### config.mk
export PLATFORM = sky130hd
export DESIGN_NAME = spi_master_core
export DESIGN_NICKNAME = d
export VERILOG_FILES = /design/src/rtl/spi_core_pkg.sv /design/src/rtl/spi_clk_div.sv /design/src/rtl/spi_seq.sv /design/src/rtl/spi_shift_reg.sv /design/src/rtl/spi_master_core.sv
export SDC_FILE = /design/constraint.sdc
export NUM_CORES = 1
export LEC_CHECK = 0
export ABC_AREA = 1
export BUFFER_PORTS_ARGS = -buffer_cell sky130_fd_sc_hd__buf_4
export CAP_MARGIN = 15
export CORE_MARGIN = 2
export CORE_UTILIZATION = 63
export DETAILED_ROUTE_END_ITERATION = 12
export HOLD_SLACK_MARGIN = 0.02
export PLACE_DENSITY = 0.83
export SLEW_MARGIN = 25
export SYNTH_ARGS = -nofsm -noshare
export SYNTH_HDL_FRONTEND = slang
export SYNTH_HIERARCHICAL = 1
export SYNTH_SLANG_ARGS = --single-unit
### constraint.sdc
create_clock -name clk -period 8.7 [get_ports clk]
set_clock_uncertainty 0.1 [all_clocks]
set_input_delay 0.435 -clock clk [delete_from_list [all_inputs] [get_ports clk]]
set_output_delay 0.435 -clock clk [all_outputs]
set_load 0.005 [all_outputs]
### src/rtl/spi_core_pkg.sv
package spi_core_pkg;
   localparam int CFG_W = 32;
   localparam int FLD_W = 8;

   localparam int FLAG_END  = 0;
   localparam int FLAG_LSB  = 1;
   localparam int FLAG_CPOL = 2;
   localparam int FLAG_CPHA = 3;

   localparam int LEN_LSB = 8;
   localparam int DIV_LSB = 16;
   localparam int SEL_LSB = 24;

   typedef enum logic [1:0] {
      SEQ_IDLE = 2'd0,
      SEQ_RUN  = 2'd1,
      SEQ_PARK = 2'd2
   } seq_state_t;
endpackage

### src/rtl/spi_clk_div.sv
module spi_clk_div #(
   parameter int FLD_W = 8,
   localparam int CNT_W = FLD_W + 1
) (
   input  logic             clk,
   input  logic             rst_n,
   input  logic             run,
   input  logic [FLD_W-1:0] div_m2,
   output logic             hold_start,
   output logic             period_end,
   output logic             in_hold
);
   logic [CNT_W-1:0] div_full;
   logic [CNT_W-1:0] half_len;
   logic [CNT_W-1:0] last_cnt;
   logic [CNT_W-1:0] cnt_q;

   assign div_full = {1'b0, div_m2} + CNT_W'(2);
   assign half_len = (div_full + CNT_W'(1)) >> 1;
   assign last_cnt = div_full - CNT_W'(1);

   always_ff @(posedge clk) begin
      if (!rst_n || !run) begin
         cnt_q <= '0;
      end else if (cnt_q == last_cnt) begin
         cnt_q <= '0;
      end else begin
         cnt_q <= cnt_q + CNT_W'(1);
      end
   end

   assign in_hold    = (cnt_q >= half_len);
   assign hold_start = run && (cnt_q == half_len);
   assign period_end = run && (cnt_q == last_cnt);
endmodule

### src/rtl/spi_seq.sv
module spi_seq
   import spi_core_pkg::*;
#(
   parameter int FLD_W = 8,
   localparam int PER_W = FLD_W + 1
) (
   input  logic             clk,
   input  logic             rst_n,
   input  logic             start,
   input  logic             end_flag,
   input  logic [FLD_W-1:0] len_m1,
   input  logic             hold_start,
   input  logic             period_end,
   output seq_state_t       state,
   output logic             bit_phase,
   output logic             sample_en,
   output logic             shift_en,
   output logic             xfer_done
);
   seq_state_t       state_q;
   logic [PER_W-1:0] per_q;
   logic [PER_W-1:0] n_bits;
   logic             done_q;

   assign n_bits = {1'b0, len_m1} + PER_W'(1);

   always_ff @(posedge clk) begin
      if (!rst_n) begin
         state_q <= SEQ_IDLE;
         per_q   <= '0;
         done_q  <= 1'b0;
      end else begin
         done_q <= 1'b0;
         unique case (state_q)
            SEQ_IDLE: if (start) begin
               state_q <= SEQ_RUN;
               per_q   <= '0;
            end
            SEQ_PARK: if (start) begin
               state_q <= SEQ_RUN;
               per_q   <= PER_W'(1);
            end
            SEQ_RUN: if (period_end) begin
               if (per_q == n_bits) begin
                  done_q  <= 1'b1;
                  per_q   <= '0;
                  state_q <= end_flag ? SEQ_IDLE : SEQ_PARK;
               end else begin
                  per_q <= per_q + PER_W'(1);
               end
            end
            default: state_q <= SEQ_IDLE;
         endcase
      end
   end

   assign state     = state_q;
   assign bit_phase = (state_q == SEQ_RUN) && (per_q != '0);
   assign sample_en = bit_phase && hold_start;
   assign shift_en  = bit_phase && period_end;
   assign xfer_done = done_q;
endmodule

### src/rtl/spi_shift_reg.sv
module spi_shift_reg #(
   parameter int DATA_W = 32
) (
   input  logic              clk,
   input  logic              rst_n,
   input  logic              load,
   input  logic [DATA_W-1:0] load_val,
   input  logic              sample_en,
   input  logic              shift_en,
   input  logic              lsb_first,
   input  logic              miso,
   output logic [DATA_W-1:0] sr,
   output logic              mosi
);
   logic [DATA_W-1:0] sr_q;
   logic              cap_q;
   logic              bit_in;

   // A divider of 2 samples and shifts in the same cycle.
   assign bit_in = sample_en ? miso : cap_q;

   always_ff @(posedge clk) begin
      if (!rst_n) begin
         sr_q  <= '0;
         cap_q <= 1'b0;
      end else begin
         if (sample_en) cap_q <= miso;
         if (load) begin
            sr_q <= load_val;
         end else if (shift_en) begin
            if (lsb_first) sr_q <= {bit_in, sr_q[DATA_W-1:1]};
            else           sr_q <= {sr_q[DATA_W-2:0], bit_in};
         end
      end
   end

   assign sr   = sr_q;
   assign mosi = lsb_first ? sr_q[0] : sr_q[DATA_W-1];
endmodule

### src/rtl/spi_master_core.sv
module spi_master_core
   import spi_core_pkg::*;
#(
   parameter int DATA_W = 32,
   parameter int CS_W   = 8
) (
   input  logic              clk,
   input  logic              rst_n,
   input  logic              wr_en,
   input  logic              wr_addr,
   input  logic [DATA_W-1:0] wr_data,
   input  logic              miso,
   output logic [DATA_W-1:0] rd_data,
   output logic              busy,
   output logic              busy_err,
   output logic              done,
   output logic              sclk,
   output logic              mosi,
   output logic [CS_W-1:0]   sel_o
);
   if (DATA_W != CFG_W) begin : g_bad_width
      $error("DATA_W must equal the 32-bit word size");
   end
   if (CS_W < 1 || CS_W > FLD_W) begin : g_bad_sel
      $error("CS_W must be between 1 and 8");
   end

   logic             end_q, lsb_q, cpol_q, cpha_q;
   logic [FLD_W-1:0] len_q, div_q;
   logic [CS_W-1:0]  cs_q;
   logic             err_q;
   logic             accept, cfg_wr, data_wr;
   seq_state_t       state;
   logic             bit_phase, sample_en, shift_en, xfer_done;
   logic             hold_start, period_end, in_hold;
   logic             active_lvl;
   logic             unused_bits;

   assign busy    = (state == SEQ_RUN);
   assign accept  = wr_en && !busy;
   assign cfg_wr  = accept && wr_addr;
   assign data_wr = accept && !wr_addr;

   assign unused_bits = ^{wr_data[7:4], wr_data[DATA_W-1:SEL_LSB+CS_W-1]};

   always_ff @(posedge clk) begin
      if (!rst_n) begin
         end_q  <= 1'b0;
         lsb_q  <= 1'b0;
         cpol_q <= 1'b0;
         cpha_q <= 1'b0;
         len_q  <= '0;
         div_q  <= '0;
         cs_q   <= '0;
         err_q  <= 1'b0;
      end else begin
         err_q <= wr_en && busy;
         if (cfg_wr) begin
            end_q  <= wr_data[FLAG_END];
            lsb_q  <= wr_data[FLAG_LSB];
            cpol_q <= wr_data[FLAG_CPOL];
            cpha_q <= wr_data[FLAG_CPHA];
            len_q  <= wr_data[LEN_LSB +: FLD_W];
            div_q  <= wr_data[DIV_LSB +: FLD_W];
            cs_q   <= wr_data[SEL_LSB +: CS_W];
         end
      end
   end

   spi_clk_div #(.FLD_W(FLD_W)) u_div (
      .clk(clk), .rst_n(rst_n), .run(busy), .div_m2(div_q),
      .hold_start(hold_start), .period_end(period_end), .in_hold(in_hold)
   );

   spi_seq #(.FLD_W(FLD_W)) u_seq (
      .clk(clk), .rst_n(rst_n), .start(data_wr), .end_flag(end_q),
      .len_m1(len_q), .hold_start(hold_start), .period_end(period_end),
      .state(state), .bit_phase(bit_phase), .sample_en(sample_en),
      .shift_en(shift_en), .xfer_done(xfer_done)
   );

   spi_shift_reg #(.DATA_W(DATA_W)) u_sr (
      .clk(clk), .rst_n(rst_n), .load(data_wr), .load_val(wr_data),
      .sample_en(sample_en), .shift_en(shift_en), .lsb_first(lsb_q),
      .miso(miso), .sr(rd_data), .mosi(mosi)
   );

   assign active_lvl = bit_phase && (cpha_q ? !in_hold : in_hold);
   assign sclk       = cpol_q ^ active_lvl;
   assign busy_err   = err_q;
   assign done       = xfer_done;

   for (genvar i = 0; i < CS_W; i++) begin : g_sel
      assign sel_o[i] = (state != SEQ_IDLE) && cs_q[i];
   end
endmodule

Word-level counts from Yosys, hierarchy flattened

Index checks and enable logic that the tools add are counted.
W data, S select, Z words.

Add/subtract/negate cells: 6
Multiply operators: 0
Divide/modulo/power cells: 0
Order comparisons: 1
Eq/ne operators: 10
Shift operators: 0
Mux-type cells: 17
Bitwise logic cells: 1
Reduce and logical (&&, ||, !) cells: 33

Operators with widths:

| cell                  | count |
|---|---|
| $mux W32              | 3 |
| $mux W9               | 4 |
| $add A9 B1 Y9 const B | 3 |
| $pmux W9 S3           | 1 |
| $eq A9 B9 Y1          | 2 |
| $logic_and A1 B1 Y1   | 18 |
| $add A8 B1 Y9 const B | 1 |
| $add A8 B2 Y9 const B | 1 |
| $eq A9 B8 Y1          | 1 |
| $ge A9 B8 Y1          | 1 |
| $reduce_bool A9 Y1    | 1 |
| $sub A9 B1 Y9 const B | 1 |
| $mux W2               | 4 |
| $ne A2 B1 Y1 const B  | 3 |
| $reduce_and A3 Y1     | 2 |
| $logic_not A1 Y1      | 4 |
| $mux W1               | 4 |
| $ne A2 B2 Y1 const B  | 2 |
| $pmux W2 S2           | 1 |
| $reduce_and A4 Y1     | 1 |
| $reduce_bool A2 Y1    | 2 |
| $reduce_or A2 Y1      | 2 |
| $reduce_bool A3 Y1    | 1 |
| $eq A2 B1 Y1 const B  | 1 |
| other kinds (4)       | 4 |

Register bits after elaboration: 83
Latch bits: 0
Bits in writable memories: 0
Memory bits (read-only): 0
Output and inout bits: 45
Logic and storage cells: 82
Memories kept: 0

Logic depth before layout (Yosys ltp)

Gate-level depths: netlist of run 1.

Depth in word-level cells: 9
Gate-level depth with buffers: 24

By module

Netlist of run 1, hierarchy kept.

Modules (own cells, without submodules):

| module          | times used | cells an instance | area each (sq um) | seq. area each (sq um) |
|---|---|---|---|---|
| spi_shift_reg   | 1          | 297               | 1940.6            | 660.6 |
| spi_master_core | 1          | 262               | 1607.8            | 580.6 |
| spi_clk_div     | 1          | 204               | 1197.4            | 180.2 |
| spi_seq         | 1          | 175               | 1127.3            | 240.2 |

Worst setup path before layout of run 1

OpenSTA, ideal clock, no wires.

Kind: register -> output
Start: register div_q[1]
End: output port sclk
Data arrival time: 2310 ps
Required time: 8165 ps
Slack: 5855 ps
Cell stages (with the launch flop): 18
Buffers on the path: 0
Path through: dfxtp_1 ha_1 inv_1 nand2_1 nand2_2 inv_1 nand4_1 nor3_1 xor2_1 ha_1 a21oi_1 o21ai_0 nand2_1 nand2_1 or2_1 nand3_1 nand2_1 nand2_1

Cells in the longest elaborated chain, start to end: 7

Ends and longest elaborated chain:

| element                | line                  | RTL |
|---|---|---|
| from (decl)            | spi_master_core.sv:29 | `logic [FLD_W-1:0] len_q, div_q;` |
| from (signal assigned) | spi_master_core.sv:64 | `div_q <= wr_data[DIV_LSB +: FLD_W];` |
| $add A8 B2 Y9 *        | spi_clk_div.sv:18     | `assign div_full = {1'b0, div_m2} + CNT_W'(2);` |
| $add A9 B1 Y9 *        | spi_clk_div.sv:19     | `assign half_len = (div_full + CNT_W'(1)) >> 1;` |
| $ge A9 B8 Y1 *         | spi_clk_div.sv:32     | `assign in_hold = (cnt_q >= half_len);` |
| net in_hold            | spi_master_core.sv:35 | `logic hold_start, period_end, in_hold;` |
| $logic_not A1 Y1       | spi_master_core.sv:88 | `assign active_lvl = bit_phase && (cpha_q ? !in_hold : in_hold);` |
| $mux W1 *              | spi_master_core.sv:88 |  |
| $logic_and A1 B1 Y1 *  | spi_master_core.sv:88 |  |
| $xor A1 B1 Y1 *        | spi_master_core.sv:89 | `assign sclk = cpol_q ^ active_lvl;` |
| to (decl)              | spi_master_core.sv:17 | `output logic sclk,` |

Mark *: on every way through the listed nets, which the timed path passes. The rest lies on a longest branch.

Final worst setup path of run 1

Same ends and word-level chain as after synthesis.

==> metrics, run 1 <==
outcome finished clean; Finish-stage setup viols 0; clk buf depth 2; clk_lat worst skew 0.36 ns; remaining routing DRC violations 0; Core Area 0.009153 mm2; Required @ worst endpoint 8.17 ns; RR Startpoint div_q[1]$_SDFFE_PN0P_; Setup CP Type reg -> out; Resized cells post-CTS 0; TritonCTS clock tree built; detail-routed net length per standard cell 12.57 um; Critical-path top delay cell dfxtp_1; final total power about 1.2 mW; antenna fix cells 0; Pins Over Slew Limit 0; first-pass GRT wire length roughly 24 mm; RSZ-0062 raised after global routing no; worst setup margin ~5.1 ns; Yosys Warn Count 6; H-tree lvl count 3; # hold bufs at CTS 0; Fillers 834; relative slew slack 50.87%; ys async rst share 0%; final net count between 1000 and 1500; Main synth FF type dfxtp_1; VDD IR max 84.27 uV; share of layout cells above drive strength 1 18.88%; global placer's final weighted congestion approximately 0.85; period utilisation layout about two fifths; main area contributors after synthesis dfxtp_1 (28%), nand2_1 (19%), inv_1 (8.5%), nor2_1 (5.0%), ha_1 (4.5%); syn_area_per_cell 6.261 um2; hold crit path type in -> reg; GR Overflow Total 0; Post-synth EDFFs 0; # Max-Cap Violations 0; Pwr Density around 180 mW/mm2; finished layout cell area roughly 0.0066 mm2; Crit path buffers/inverters 3; post-synthesis sequential element count just over 80; initial core utilization 64.17%; setup bufs post-CTS 0; Max Clk Rate between 200 and 300 MHz; Sink Count between 80 and 90; cell area after synthesis around 0.006 mm2; Iteration-0 DRC Markers 282; drt first pass iters 6; Die X 100.6 um; Synth Net Count 996; Critical Path Most Common Cell nand2_1; Detailed Route WL around 14 mm; dpl hpwl roughly 10 mm; Leak Pwr ~3.3 nW; Netlist cell types 39; Top delay family on crit path simple AND/OR/NAND/NOR gates; Area Growth Syn to Fin 12.27%; DR vias just under 6000; clock-pin slew on the worst setup and hold paths roughly 0.1 ns; Critical path origin div_q[1]$_SDFFE_PN0P_; Buffers on Ports just over 80; CP Cell Sequence ha_1 -> inv_1 -> nand2_1 -> nand2_2 -> inv_1 -> nand4_1 -> nor3_1 -> xor2_1 -> ha_1 -> a21oi_1 -> o21ai_0 -> nand2_1 -> nand2_1 -> or2_1 -> nand3_1 -> nand2_1 -> nand2_1 -> buf_4; Setup TNS 0 ns; GRT Total Usage around 29%; Seq/Total Area, Yosys between 20% and 30%; maximum number of pins on one net before global-route repair 36; Startpoint Class register; Slowest Stage Delay on Critical Path approximately 0.44 ns; min cycle time layout around 3.6 ns; CP endpoint kind output pin; post-place instance area 0.006412 mm2; Worst-Margin Slew approximately 0.74 ns; Routed Antenna Nets 0; Crit Path Max Fanout 7; Hold Crit Start wr_data[28]; post-synth top area share between 20 and 30%; antenna violations before repair 0; FP Rows 35; full die area 0.01011 mm2; Post-Syn Instances about 940; Place WS approximately 5.3 ns; vias in the first global route 5456; Hold Vio Cnt, Final 0; number of buffers created by CTS 9; Via-to-Cell Ratio between 5 and 6; crit path DAT 3.06 ns; CTS root buffer clkbuf_8; Die Y 100.6 um; io pins 82; cell taking the most area after synthesis dfxtp_1
-- layer usage --
layer	vias up	track usage [%]	wire, um
met4	0	10.75	228
met3	21	3.329	670
li1	3012	-	-
met1	2675	36.81	6238
met5	-	0	0
met2	167	49.15	6843
-- report_power, final --
group / internal (mW) / switching (mW)
clock network: 0.109 / 0.163
registers: 0.415 / 0.0378
logic: 0.159 / 0.275
total: 0.682 / 0.476
-- area by class of cell --
class | instances | area (um2) | share of cell area [%]
Clock buffer | 9 | 123.9 | 1.879
Clock inverter | 7 | 57.56 | 0.8729
Inverter | 163 | 613.1 | 9.298
Multi-Input combinational cell | 655 | 3368 | 51.08
Sequential cell | 83 | 1662 | 25.20
Tap cell | 111 | 138.9 | 2.106
Timing Repair Buffer | 84 | 630.6 | 9.564
-- cells by family after synthesis --
group | count (synthesis) | synth area share [%]
and+or+nand+nor | 516 | 39.18
buffers and inverters | 200 | 14.40
AOI/OAI and AO/OA | 97 | 10.52
DFF | 83 | 28.29
xor gates and xnor gates | 21 | 3.132
adders and majority gates | 21 | 4.474
-- sequential cells by signal, summed over array words and instances, names as in the netlist, 2 cells and up --
signal	flops
u_seq/per_q	9
len_q	8
u_div/cnt_q	9
u_sr/sr	32
div_q	8
cs_q	8
u_seq/state	2
-- worst paths after layout --
kind / endpoint / slack [ns] / depth (start not counted)
setup / recovery: sclk / 5.10 / 18
hold / removal: u_sr/sr[28]$_SDFFE_PN0P_ / 0.28 / 3
setup reg to reg: u_sr/sr[30]$_SDFFE_PN0P_ / 5.18 / 18
hold reg to reg: u_div/cnt_q[0]$_SDFF_PP0_ / 0.39 / 1
-- synth_stat cells (3+ instances only) --
cell	number
xnor2_1	5
xor2_1	16
a21boi_0	17
or2_2	3
o21ai_0	8
nand2_1	290
nor2_1	78
nor2_4	4
buf_6	5
nor3_1	4
nor4_1	3
a21oi_2	10
inv_2	28
nand2_4	3
nand2_2	33
ha_1	21
a21oi_1	43
buf_4	3
inv_1	133
nand3_1	50
clkbuf_1	4
nand4_1	42
a21boi_1	12
buf_2	23
dfxtp_1	83
-- stage by stage --
step                instances  hold WS (ns)  util, %
floorplan                 938        0.3408        -
global route             1112        0.2995    72.04
detailed placement       1096        0.3729    70.06
finish                   1112        0.2785    72.04
CTS                      1112        0.2749    72.04
global placement         1096        0.3610    70.06
-- cell usage in the layout, fill, tap and decap left out, types with 16 or more instances in the layout --
cell        n
inv_1     133
ha_1       21
nand2_2    33
a21oi_1    43
inv_2      28
xor2_1     16
nand4_1    42
nand2_1   290
dfxtp_1    83
buf_4      84
nand3_1    50
nor2_1     77
a21boi_0   17
-- worst register-to-register path, delay by kind of cell (launching register included) --
family,cells,cell delay [ns]
AO/OA/AOI/OAI,2,0.39
adder cells (fa/ha/maj),1,0.34
buffers and inverters,4,0.72
flip-flops,1,0.44
AND/OR/NAND/NOR,11,1.48
No activity file was read; power rests on OpenSTA's default activity.
==> run 2, diff against run 1 <==
- CORE_UTILIZATION: 63 -> 53
- PLACE_DENSITY: 0.83 -> 0.74
- clock period: 8.7 -> 2.89 ns (I/O delays scaled with it)
==> run 2 against run 1 <==
The flow now finishes with violations (negative setup slack). Clock power rose to 3.5 times the previous value. Sequential share of layout area down 2.7 points. Register-to-register slack got worse by 5.3 ns. Combinational power grew to 3.6 times the previous value. Sequential cell count unchanged. Non-clock buffer count increased by 53. Critical path depth unchanged. Die area up 18%. Global-route usage shrank 1.6 points. Via count increased by 3.8%. Wire length grew 14%. Critical path type unchanged.
==> metrics, run 2 (synthesis results as in run 1) <==
dpl hpwl 10.48 mm (was 9.954 mm); number of buffers created by CTS 9 (unchanged); Die X 109.3 um (was 100.6 um); net switching power figure 1.500 mW (was 0.4759 mW); Critical Path Most Common Cell nand2_1 (unchanged); Stages on worst setup path 18 (unchanged); relative slew slack 57.37% (was 50.87%); Sink Count 83 (unchanged); # Max-Cap Violations 0 (unchanged); Required @ worst endpoint 2.65 ns (was 8.17 ns); WHS 0.03299 ns (was 0.2785 ns); io pins 82 (unchanged); Max Clk Rate 320.8 MHz; detail-routed net length per standard cell 13.32 um (was 12.57 um); crit path DAT 2.87 ns (was 3.06 ns); clock power share 24.4% (was 23.5%); TritonCTS clock tree built (unchanged); CTS root buffer clkbuf_8 (unchanged); FP Rows 38 (was 35); Setup TNS -0.5391 ns (was 0 ns); full die area 0.01194 mm2 (was 0.01011 mm2); Comb pwr share 40.3% (was 37.5%); hold crit path type in -> reg (unchanged); remaining routing DRC violations 0 (unchanged); RSZ-0062 raised after global routing yes (was no); outcome complete, but fails checks (was finished clean); Worst-Margin Slew 0.6372 ns (was 0.7352 ns); finished layout cell area 0.007450 mm2 (was 0.006594 mm2); global placer's final weighted congestion 0.8990 (was 0.8537); drt first pass iters 5 (was 6); max reg flops 32 (unchanged); DR vias 6096 (was 5875); min cycle time layout about 3.1 ns; R2R Setup Slk -0.07 ns (was 5.18 ns); clk_lat worst skew 0.38 ns (was 0.36 ns); GRT Total Usage 27.01% (was 28.59%); first-pass GRT wire length 25.60 mm (was 23.96 mm); antenna fix cells 0 (unchanged); Leak Pwr 3.592 nW (was 3.255 nW); Via-to-Cell Ratio 5.097 (was 5.283); final net count 1109 (was 1054); Pwr Density 519.5 mW/mm2 (was 175.6 mW/mm2); VDD IR max 376.5 uV (was 84.27 uV); switching part of the total 38.76% (was 41.10%); maximum number of pins on one net before global-route repair 36 (unchanged); Setup CP Type reg -> out (unchanged); most common cell after layout, fill and taps aside nand2_1 (unchanged); Finish-stage setup viols 10 (was 0); Routed Antenna Nets 0 (unchanged); Pins Over Slew Limit 0 (unchanged); Place WS -0.02500 ns (was 5.264 ns); Detailed Route WL 15.93 mm (was 13.98 mm); Setup crit end sclk (unchanged); Startpoint Class register (unchanged); R2R depth 20 (was 18); Iteration-0 DRC Markers 354 (was 282); CP Cell Sequence inv_4 -> buf_6 -> nor2_4 -> nand2_2 -> nand2_2 -> nand4_1 -> nor3_4 -> xor2_1 -> ha_1 -> a21oi_2 -> o21ai_1 -> nand2_1 -> nand2_1 -> or2_1 -> nand3_1 -> nand2_1 -> nand2_1 -> buf_6 (was ha_1 -> inv_1 -> nand2_1 -> nand2_2 -> inv_1 -> nand4_1 -> nor3_1 -> xor2_1 -> ha_1 -> a21oi_1 -> o21ai_0 -> nand2_1 -> nand2_1 -> or2_1 -> nand3_1 -> nand2_1 -> nand2_1 -> buf_4); antenna violations before repair 0 (unchanged); period utilisation layout 107.9%; H-tree lvl count 3 (unchanged); Crit path buffers/inverters 3 (unchanged); share of layout cells above drive strength 1 25.57% (was 18.88%); clk buf depth 2 (unchanged); Top delay family on crit path simple AND/OR/NAND/NOR gates (unchanged); Die Y 109.3 um (was 100.6 um); final core occ 68.72% (was 72.04%); worst setup margin -0.2274 ns (was 5.104 ns); register share of total power 35.3% (was 39.1%); commonest cells after routing, fill and taps aside nand2_1 (279), inv_1 (127), buf_4 (110) (was nand2_1 (290), inv_1 (133), buf_4 (84)); Critical-path top delay cell dfxtp_4 (was dfxtp_1); failing checks negative setup slack; Crit Path Max Fanout 3 (was 7); Core Area 0.01084 mm2 (was 0.009153 mm2); Critical R2R Capture u_sr/sr[21]$_SDFFE_PN0P_ (was u_sr/sr[30]$_SDFFE_PN0P_); initial core utilization 54.18% (was 64.17%); Hold Vio Cnt, Final 0 (unchanged); clock-pin slew on the worst setup and hold paths 0.10 ns (about the same); Critical path origin div_q[1]$_SDFFE_PN0P_ (unchanged); CP endpoint kind output pin (unchanged); RR Startpoint div_q[1]$_SDFFE_PN0P_ (unchanged); Buffers on Ports 81 (unchanged); Layout Cells excl Fill 1196 (was 1112); Slowest Stage Delay on Critical Path 0.39 ns (was 0.44 ns); vias in the first global route 5437 (was 5456); post-place instance area 0.006629 mm2 (was 0.006412 mm2); final total power 3.870 mW (was 1.158 mW); GR Overflow Total 0 (unchanged); Placed Cells 1144 (was 1096); P_int 2.370 mW (was 0.6821 mW); Area Growth Syn to Fin 26.84% (was 12.27%)
==> run 2: power by group through the flow <==
stage | logic, mW | registers [mW] | clock network (mW)
final | 1.56 | 1.37 | 0.946
after global routing | 1.74 | 1.38 | 1.01
after detailed placement | 1.40 | 1.38 | 0
after floorplan | 0.998 | 1.36 | 0
after global placement | 1.38 | 1.38 | 0
after CTS | 1.48 | 1.36 | 0.971
==> run 2: worst min path at each step <==
stage | slack (ns) | to | startpoint | cells after the start
finish | 0.03 | u_sr/sr[7]$_SDFFE_PN0P_ | wr_data[7] | 4
global route | 0.05 | len_q[3]$_SDFFE_PN0P_ | wr_data[11] | 5
CTS | 0.02 | u_sr/sr[7]$_SDFFE_PN0P_ | wr_data[7] | 4
detailed placement | 0.38 | u_sr/cap_q$_SDFF_PN0_ | miso | 3
global placement | 0.36 | u_sr/sr[28]$_SDFFE_PN0P_ | wr_data[28] | 3
floorplan | 0.17 | u_seq/state[0]$_SDFFE_PN0P_ | rst_n | 2
==> run 2: routing by layer <==
| layer | GRT usage (%) | vias to the layer above | wire length (um) |
|---|---|---|---|
| met5 | 0 | - | 0 |
| met2 | 42.10 | 191 | 7299 |
| met4 | 7.595 | 0 | 232 |
| met1 | 37.51 | 2756 | 7417 |
| met3 | 5.977 | 19 | 979 |
| li1 | - | 3130 | - |
==> run 2: area by class of cell <==
type                            instances  area, um2
Timing Repair Buffer                  137       1146
Clock inverter                          5      85.08
Clock buffer                           11      131.4
Inverter                              163      620.6
Sequential cell                        83       1673
Tap cell                              140      175.2
Fill cell                             994       3391
Multi-Input combinational cell        657       3618
==> run 2: worst reg2reg max path, delay by kind of cell (launching register included) <==
| family | cells | cell delay (ns) |
|---|---|---|
| fa+ha+maj | 1 | 0.27 |
| flops | 1 | 0.38 |
| simple gates | 10 | 0.90 |
| compound gates | 2 | 0.22 |
| xor+xnor | 1 | 0.15 |
| buf+inv | 6 | 0.83 |
==> run 2: repair_timing <==
action                                  in CTS  in global routing
endpoints found under the setup margin      15                 46
setup buffers                               13                  4
cloned                                       2                  1
hold buffers                                19                  0
resized for setup                           35                 50
pin swaps                                   26                 25
endpoints found under the hold margin       19                  0
==> run 3, diff against run 2 <==
- ABC_AREA: 1 -> 0
- CORE_UTILIZATION: 53 -> 52
==> run 3 against run 2 <==
The flow still finishes with violations (negative setup slack). Utilization is 4.4 points higher. Non-clock buffer count rose by 36. Total power decreased by 29%. Design area hardly changed. Synthesized cell count decreased by 33%. Sequential share of layout area is essentially flat. Clock power fell by 5.9%. Count of clock-buffer cells in the layout increased by 1. Fmax fell by 8.4%. First-iteration DRC count is 18% lower. Critical endpoint unchanged.
==> metrics, run 3 <==
remaining routing DRC violations 0 (unchanged); commonest cells after routing, fill and taps aside buf_4 (120), nand2_1 (84), dfxtp_1 (80) (was nand2_1 (279), inv_1 (127), buf_4 (110)); Startpoint Class register (unchanged); Fillers 693 (was 994); Seq/Total Area, Yosys 30.90% (was 28.29%); post-synthesis sequential element count 83 (unchanged); crit path DAT 3.16 ns (was 2.87 ns); Area Growth Syn to Fin 38.51% (was 26.84%); # Max-Cap Violations 0 (unchanged); Netlist cell types 66 (was 39); share of layout cells above drive strength 1 34.84% (was 25.57%); RSZ-0062 raised after global routing yes (unchanged); top-count cell post-synth nand2_1 (unchanged); FP Rows 37 (was 38); vias in the first global route 5227 (was 5437); Leak Pwr 2.831 nW (was 3.592 nW); Setup CP Type reg -> out (unchanged); number of buffers created by CTS 9 (unchanged); CP endpoint kind output pin (unchanged); failing checks negative setup slack (unchanged); antenna fix cells 0 (unchanged); VDD IR max 235.1 uV (was 376.5 uV); Place WS -0.2741 ns (was -0.02500 ns); Max Clk Rate 293.7 MHz (was 320.8 MHz); post-synth top area share 30.90% (was 28.29%); dpl hpwl 9.665 mm (was 10.48 mm); Main synth FF type dfxtp_1 (unchanged); Setup TNS -17.04 ns (was -0.5391 ns); initial core utilization 52.80% (was 54.18%); cell taking the most area after synthesis dfxtp_1 (unchanged); period utilisation layout 117.8% (was 107.9%); detail-routed net length per standard cell 17.82 um (was 13.32 um); Routed Antenna Nets 0 (unchanged); most common cell after layout, fill and taps aside buf_4 (was nand2_1); clk buf depth 2 (unchanged); R2R depth 16 (was 20); Core Area 0.01018 mm2 (was 0.01084 mm2); io pins 82 (unchanged); final total power 2.748 mW (was 3.870 mW); Die Y 105.7 um (was 109.3 um); relative slew slack 53.19% (was 57.37%); Iteration-0 DRC Markers 291 (was 354); Crit Path Max Fanout 6 (was 3); Die X 105.7 um (was 109.3 um); R2R Setup Slk -0.49 ns (was -0.07 ns); first-pass GRT wire length 25.51 mm (was 25.60 mm); max reg flops 32 (unchanged); Yosys Warn Count 6 (unchanged); final net count 826 (was 1109); clock-pin slew on the worst setup and hold paths 0.09 ns (was 0.10 ns); maximum number of pins on one net before global-route repair 54 (was 36); GR Overflow Total 0 (unchanged); outcome complete, but fails checks (unchanged); Post-synth EDFFs 0 (unchanged); Pwr Density 369.0 mW/mm2 (was 519.5 mW/mm2); Hold Vio Cnt, Final 0 (unchanged); DR vias 5313 (was 6096); Sink Count 83 (unchanged); Critical path origin div_q[1]$_SDFFE_PN0P_ (unchanged); GRT Total Usage 28.25% (was 27.01%); cell area after synthesis 0.005378 mm2 (was 0.005873 mm2); WHS 0.1776 ns (was 0.03299 ns); Worst-Margin Slew 0.6968 ns (was 0.6372 ns); Critical R2R Capture u_sr/sr[31]$_SDFFE_PN0P_ (was u_sr/sr[21]$_SDFFE_PN0P_); syn_area_per_cell 8.618 um2 (was 6.261 um2); drt first pass iters 5 (unchanged); Setup crit end sclk (unchanged); H-tree lvl count 3 (unchanged); min cycle time layout 3.405 ns (was 3.117 ns); worst setup margin -0.5149 ns (was -0.2274 ns); Pins Over Slew Limit 0 (unchanged); Synth Net Count 682 (was 996); Post-synth top cells nand2_1 (85), dfxtp_1 (83), mux2i_1 (61) (was nand2_1 (290), inv_1 (133), dfxtp_1 (83)); global placer's final weighted congestion 0.8546 (was 0.8990); RR Startpoint div_q[1]$_SDFFE_PN0P_ (unchanged); antenna violations before repair 0 (unchanged); clk_lat worst skew 0.38 ns (about the same); Required @ worst endpoint 2.65 ns (about the same); hold crit path type in -> reg (unchanged); main area contributors after synthesis dfxtp_1 (31%), mux2i_1 (11%), nand2_1 (5.9%), ha_1 (4.9%), a211oi_1 (4.5%) (was dfxtp_1 (28%), nand2_1 (19%), inv_1 (8.5%), nor2_1 (5.0%), ha_1 (4.5%)); Via-to-Cell Ratio 5.851 (was 5.097); Buffers on Ports 81 (unchanged); TritonCTS clock tree built (unchanged); CTS root buffer clkbuf_8 (unchanged); Finish-stage setup viols 45 (was 10); ys async rst share 0% (unchanged); Detailed Route WL 16.18 mm (was 15.93 mm); Post-Syn Instances 624 (was 938); full die area 0.01117 mm2 (was 0.01194 mm2)
run 3: changes by cell type after synthesis, sizes merged, moves of 12 or more:
cell | before | now
nand2 | 326 | 85
inv | 161 | 18
mux2i | 0 | 61
a21oi | 54 | 9
a211oi | 0 | 34
nand3 | 53 | 20
a31o | 0 | 30
nand4 | 42 | 12
a21boi | 29 | 1
nor2 | 84 | 56
xnor2 | 5 | 20
clkbuf | 4 | 16
nor2b | 0 | 12
run 3: how the worst min path moves through the flow:
stage                     start                          end  cells past startpoint
global placement     wr_data[6]      u_sr/sr[6]$_SDFFE_PN0P_                      2
CTS                       rst_n          cpol_q$_SDFFE_PN0P_                      3
global route              rst_n           lsb_q$_SDFFE_PN0P_                      3
floorplan           wr_data[18]        div_q[2]$_SDFFE_PN0P_                      2
finish                  wr_addr  u_seq/state[0]$_SDFFE_PN0P_                      5
detailed placement   wr_data[5]      u_sr/sr[5]$_SDFFE_PN0P_                      2
run 3: stage by stage:
| step | instance area [um2] | util (%) | cells |
|---|---|---|---|
| after floorplan | 5503 | - | 624 |
| after global placement | 6267 | 61.54 | 839 |
| after detailed placement | 6267 | 61.54 | 839 |
| after CTS | 7268 | 71.36 | 905 |
| after global routing | 7448 | 73.13 | 908 |
| final | 7448 | 73.13 | 908 |
run 3: worst max-delay path: stages (launching register included):
cell and delay [ns]:
dfxtp_4 0.39, ha_4 0.16, xor2_2 0.14, or3b_4 0.43
nor3_4 0.16, xor2_1 0.18, ha_1 0.26, or2_2 0.28
a211oi_2 0.21, a21oi_1 0.08, xor2_1 0.13, nand2_1 0.09
xnor2_1 0.15, buf_4 0.13
run 3: what timing repair did:
| item | CTS | global route |
|---|---|---|
| gates resized for setup | 52 | 43 |
| buffers inserted | 11 | 2 |
| endpoints found under the hold margin | 62 | 0 |
| pin swaps | 32 | 27 |
| cloned | 6 | 2 |
| hold buffers | 34 | 0 |
| setup endpoints to repair | 45 | 46 |
run 3: kinds of logic (layout without fill, tap and decap cells):
logic type | after synthesis | after routing | synth area share, %
xor+xnor | 38 | 38 | 6.329
simple gates | 239 | 240 | 22.01
buf+inv | 59 | 206 | 6.631
mux | 62 | 62 | 11.56
fa+ha+maj | 21 | 21 | 4.886
flops | 83 | 83 | 30.90
compound gates | 122 | 122 | 17.68
run 3: per-layer routing:
layer / global-route usage [%] / vias up / wire [um]
met1: 35.46 / 2527 / 6848
li1: - / 2527 / -
met5: 0 / - / 0
met4: 11.09 / 0 / 381
met2: 47.79 / 222 / 7875
met3: 5.318 / 37 / 1076
run 3: area by class of cell:
| class | instances | area [um2] | share of cell area, % |
|---|---|---|---|
| Clock buffer | 12 | 155.1 | 2.083 |
| Clock inverter | 3 | 46.29 | 0.6215 |
| Inverter | 18 | 67.56 | 0.9071 |
| Multi-Input combinational cell | 483 | 3781 | 50.76 |
| Sequential cell | 83 | 1670 | 22.43 |
| Tap cell | 136 | 170.2 | 2.285 |
| Timing Repair Buffer | 173 | 1558 | 20.91 |
run 3: power breakdown:
| part | leakage, nW | internal, mW | switching, mW |
|---|---|---|---|
| sequential | 0.678 | 1.19 | 0.0675 |
| combinational | 2.05 | 0.297 | 0.302 |
| clock | 0.0991 | 0.445 | 0.445 |
| total | 2.83 | 1.93 | 0.814 |
